File: src/rtl/pla_pkg.sv
package pla_pkg;
  function automatic int unsigned and_bits(int unsigned n_in, int unsigned n_pt);
    return n_pt * 2 * n_in;
  endfunction

  function automatic int unsigned or_bits(int unsigned n_pt, int unsigned n_out);
    return n_pt * n_out;
  endfunction
endpackage

File: src/rtl/pla_cfg_loader.sv
module pla_cfg_loader #(
  parameter int unsigned CFG_W = 128
) (
  input  logic             clk_i,
  input  logic             rst_ni,
  input  logic             cfg_en_i,
  input  logic             cfg_bit_i,
  output logic [CFG_W-1:0] cfg_o,
  output logic             cfg_done_o
);
  localparam int unsigned CW = $clog2(CFG_W + 1);

  logic [CW-1:0]    cnt_q;
  logic             en_q;
  logic [CW-1:0]    idx;
  logic             room;
  logic [CFG_W-1:0] cfg_q;

  // a fresh session restarts at index 0
  assign idx  = (cfg_en_i && !en_q) ? '0 : cnt_q;
  assign room = idx < CW'(CFG_W);

  always_ff @(posedge clk_i or negedge rst_ni) begin
    if (!rst_ni) begin
      cnt_q <= '0;
      en_q  <= 1'b0;
    end else begin
      en_q <= cfg_en_i;
      if (cfg_en_i) cnt_q <= room ? idx + CW'(1) : idx;
    end
  end

  for (genvar i = 0; i < CFG_W; i++) begin : g_bit
    always_ff @(posedge clk_i or negedge rst_ni) begin
      if (!rst_ni)                            cfg_q[i] <= 1'b0;
      else if (cfg_en_i && idx == CW'(i))     cfg_q[i] <= cfg_bit_i;
    end
  end

  assign cfg_o      = cfg_q;
  assign cfg_done_o = cnt_q == CW'(CFG_W);
endmodule

File: src/rtl/pla_and_plane.sv
module pla_and_plane #(
  parameter int unsigned N_IN = 6,
  parameter int unsigned N_PT = 8
) (
  input  logic [N_IN-1:0]        in_i,
  input  logic [N_PT*2*N_IN-1:0] sel_i,
  output logic [N_PT-1:0]        term_o
);
  localparam int unsigned LW = 2 * N_IN;

  logic [LW-1:0] lit;

  for (genvar k = 0; k < N_IN; k++) begin : g_lit
    assign lit[2*k]   = in_i[k];
    assign lit[2*k+1] = ~in_i[k];
  end

  // unselected literals read as 1
  for (genvar t = 0; t < N_PT; t++) begin : g_term
    assign term_o[t] = &(~sel_i[t*LW +: LW] | lit);
  end
endmodule

File: src/rtl/pla_or_plane.sv
module pla_or_plane #(
  parameter int unsigned N_PT  = 8,
  parameter int unsigned N_OUT = 4
) (
  input  logic [N_PT-1:0]       term_i,
  input  logic [N_OUT*N_PT-1:0] sel_i,
  input  logic                  fixed_i,
  output logic [N_OUT-1:0]      out_o
);
  localparam int unsigned G = N_PT / N_OUT;

  for (genvar o = 0; o < N_OUT; o++) begin : g_out
    logic [N_PT-1:0] grp;
    logic [N_PT-1:0] use_t;
    for (genvar t = 0; t < N_PT; t++) begin : g_grp
      assign grp[t] = (t / G) == o;
    end
    assign use_t    = fixed_i ? grp : sel_i[o*N_PT +: N_PT];
    assign out_o[o] = |(term_i & use_t);
  end
endmodule

File: src/rtl/pla_array.sv
module pla_array
  import pla_pkg::*;
#(
  parameter int unsigned N_IN  = 6,
  parameter int unsigned N_PT  = 8,
  parameter int unsigned N_OUT = 4
) (
  input  logic             clk_i,
  input  logic             rst_ni,
  input  logic             cfg_en_i,
  input  logic             cfg_bit_i,
  input  logic             fixed_or_i,
  input  logic [N_IN-1:0]  in_i,
  output logic [N_OUT-1:0] out_o,
  output logic             cfg_done_o
);
  localparam int unsigned AND_W = and_bits(N_IN, N_PT);
  localparam int unsigned OR_W  = or_bits(N_PT, N_OUT);
  localparam int unsigned CFG_W = AND_W + OR_W;

  logic [CFG_W-1:0] cfg;
  logic             done;
  logic [N_PT-1:0]  term;
  logic [N_OUT-1:0] sum;

  pla_cfg_loader #(.CFG_W(CFG_W)) u_load (
    .clk_i     (clk_i),
    .rst_ni    (rst_ni),
    .cfg_en_i  (cfg_en_i),
    .cfg_bit_i (cfg_bit_i),
    .cfg_o     (cfg),
    .cfg_done_o(done)
  );

  pla_and_plane #(.N_IN(N_IN), .N_PT(N_PT)) u_and (
    .in_i  (in_i),
    .sel_i (cfg[AND_W-1:0]),
    .term_o(term)
  );

  pla_or_plane #(.N_PT(N_PT), .N_OUT(N_OUT)) u_or (
    .term_i (term),
    .sel_i  (cfg[CFG_W-1:AND_W]),
    .fixed_i(fixed_or_i),
    .out_o  (sum)
  );

  assign out_o      = (cfg_en_i || !done) ? '0 : sum;
  assign cfg_done_o = done;
endmodule

File: config.mk
export PLATFORM = sky130hd
export DESIGN_NAME = pla_array
export DESIGN_NICKNAME = d
export VERILOG_FILES = /design/src/rtl/pla_pkg.sv /design/src/rtl/pla_cfg_loader.sv /design/src/rtl/pla_and_plane.sv /design/src/rtl/pla_or_plane.sv /design/src/rtl/pla_array.sv
export SDC_FILE = /design/constraint.sdc
export NUM_CORES = 1
export LEC_CHECK = 0
export BUFFER_PORTS_ARGS = -buffer_cell sky130_fd_sc_hd__buf_2
export CORE_MARGIN = 5
export CORE_UTILIZATION = 46
export DETAILED_ROUTE_END_ITERATION = 7
export GPL_TIMING_DRIVEN = 0
export HOLD_SLACK_MARGIN = 0.1
export PLACE_DENSITY = 0.7
export SKIP_CTS_REPAIR_TIMING = 1
export SLEW_MARGIN = 20
export SYNTH_ARGS = -nofsm -noshare
export SYNTH_HDL_FRONTEND = slang
export SYNTH_HIERARCHICAL = 1
export SYNTH_SLANG_ARGS = --single-unit
File: constraint.sdc
create_clock -name clk_i -period 4.8 [get_ports clk_i]
set_input_delay 0.96 -clock clk_i [delete_from_list [all_inputs] [get_ports clk_i]]
set_output_delay 0.96 -clock clk_i [all_outputs]
set_load 0.02 [all_outputs]
==> impl_results.md <==
* Flops & latches, synth at 137
* Post-layout min period at 4.34 ns
* Synthesized area at 0.00721 mm2
* RSZ-0062 raised after global routing: no
* Yosys top cell area share at 0.475
* M3 GR Usage at 0.0587
* Power per cell area at about 350 mW/mm2
* Antenna cells at 0
* FF-to-FF path depth at 5
* Setup TNS at 0 ns
* Vias at around 5700
* Design area at 0.00811 mm2
* Max_cap viols at 0
* Reg2reg start: u_load/cnt_q[3]
* First-pass DRT Iterations at 8
* Sequential share of the synthesized area at 0.475
* Final cycle utilization of the critical path at 0.904
* Largest net degree at the start of global routing at between 100 and 150
* Drc violations at 0
* Tightest Pin Transition at 1.06 ns
* Clock Skew at 0.00495 ns
* Total Wirelength at about 21000 um
* WP data required at 3.84 ns
* GP Congestion at 0.912
* Setup crit start kind: input port
* DRT antenna net count at 0
* First-pass GRT wire length at 32600 um
* Num rows at between 40 and 50
* Initial DRC Count at 821
* Final Hold Viols at 0
* Mean Syn Cell Area at 10.5 um2
* Io pins at 16
* Final Power at 2.83 mW
* Number of vias per cell at 6.10
* YS warnings at 6
* Input/output buffers at 11
* Final setup vio count at 0
* Die Width at 135 um
* Root buf cell: clkbuf_16
* Initial antenna violation count at 0
* WP data arrival at between 3 and 4 ns
* Gr busiest metal: met2
* Largest area contributor in the netlist: dfrtp_1
* Pins Over Slew Limit at 0
* R2R setup slack at between 2 and 3 ns
* CTS tree: yes
* Synth top area cells: dfrtp_1 48%, mux2_1 14%, nand2_1 5.7%
* Clk_lat worst skew at approximately 0.42 ns
* Post-DP Area at around 0.0076 mm2
* Area delta synth->final at 12.4%
* Outcome: complete, no violations
* Lkg Pwr at 3.97 nW
* Final std cells w/o fill at 936
* Layout cells sized above 1 at 0.145
* H-tree levels at 4
* Crit. End Element: primary output
* Achievable frequency at about 0.23 GHz
* Vias in the first global route at 5701
* Synth cell types at 53
* Clock sink count at 137
* GR Util met2 at 0.368
* Peak supply drop at ~0.00022 V
* Placed cell count at 907
* Syn nets at 695
* Avg WL per Cell at 22.6 um
* Die H at 135 um
* Reg-to-Reg End: u_load/cfg_o[98]
* Die ar. at 0.0183 mm2
* Inserted Clock Buffers at 17
* Post-Synthesis Cells at 684
* Core area at 0.0153 mm2
* Nets@finish at between 700 and 800
* Relative slew slack at 0.288
* Detailed placement HPWL at 14100 um
* Starting density of the core at 0.471
* Clock Tree Buf Depth at 2
* Total track usage at 0.240
* Grt total ovfl at 0
* GR Layer Usage met1 at 0.310
* Worst Hold Class: in2async
* Worst setup path category: in2out
* Reg clk slew, reported paths at 0.05 ns
* CP Max Fanout at 8
-- kinds of logic after synthesis --
group | share of synthesized area
and+or+nand+nor | 0.211
DFF | 0.475
buffers and inverters | 0.0396
AOI/OAI and AO/OA | 0.0737
muxes | 0.198
xor gates and xnor gates | 0.00243
-- stage by stage --
stage          setup WS [ns]  hold WS [ns]   util
2_1_floorplan           1.38         0.450      -
3_3_place_gp           0.491         0.468  0.492
3_5_place_dp           0.535         0.475  0.494
4_1_cts                0.524         0.400  0.529
5_1_grt                0.421         0.415  0.529
6_report               0.460         0.394  0.529
-- sequential cells by signal (all words and copies together) (netlist names) --
| signal | count |
|---|---|
| u_load/cfg_o | 128 |
| u_load/cnt_q | 8 |
| u_load/en_q | 1 |
-- worst max-delay path: stages --
cell and delay [ns]:
buf_2 0.31, mux2i_1 0.31, nand2_1 0.09, nor3_1 0.79, a22oi_1 0.23, a31o_1 0.28, nand3_2 0.07, and3b_1 0.16
buf_2 0.16
-- cells in the mapped netlist (all sizes together) --
library cell and n:
inv 5, a21o 1, nor4b 1, and2b 4
nand4b 2, a22oi 16, o31ai 1, nand3b 1
a41oi 1, a22o 3, mux2i 36, a2111oi 3
nand2b 7, nand4bb 1, and3 3, o311ai 1
dfrtp 137, o22ai 1, a221oi 3, xnor2 2
nor3 11, a21oi 3, mux2 94, nand3 56
o21ai 42, nand2 111, buf 30, a31o 4
nor2 55, and4 4, nor2b 12, nor4 1
and4bb 2, and2 3, o211ai 1, and4b 4
nand4 3, clkbuf 15, and3b 4
-- layer usage --
layer | vias to the layer above | wire (um)
met1 | 2832 | 8250
met4 | 0 | 1090
met3 | 75 | 2130
met2 | 328 | 9660
met5 | - | 0
li1 | 2471 | -
-- cells in the final DEF, fill, tap and decap left out, drive strengths merged, types with 4 or more instances in the layout --
master and instances:
a22oi 16, a31o 4, and2b 4, and3b 4, and4 4, and4b 4
buf 42, clkbuf 41, dfrtp 137, inv 5, mux2 94, mux2i 36
nand2 111, nand2b 7, nand3 56, nor2 55, nor2b 12, nor3 11
o21ai 42
-- layout make-up --
type	instances	area, um2
clock inverters	3	40.0
flip-flops and latches	137	3430
plain buffers	45	267
multi-input cells	497	3500
fillers	1357	7210
well taps	211	264
clock buffers	26	499
repair buffers	12	92.6
inverters	5	18.8
-- report_power, final --
group          internal, mW  leakage, nW  switching, mW  total, mW
registers              1.22         1.89         0.0406       1.26
logic                 0.114         1.81          0.235      0.349
clock network         0.757        0.266          0.463       1.22
-- worst max-delay path by stage --
stage	endpoint	slack, ns	start	cells after the start
global placement	out_o[1]	0.49	in_i[5]	9
floorplan	out_o[1]	1.38	in_i[5]	8
global route	out_o[1]	0.42	in_i[3]	9
CTS	out_o[1]	0.52	in_i[3]	9
detailed placement	out_o[1]	0.53	in_i[5]	9
finish	out_o[1]	0.46	in_i[5]	9
Note: power is estimated with default switching activity, not from simulation.
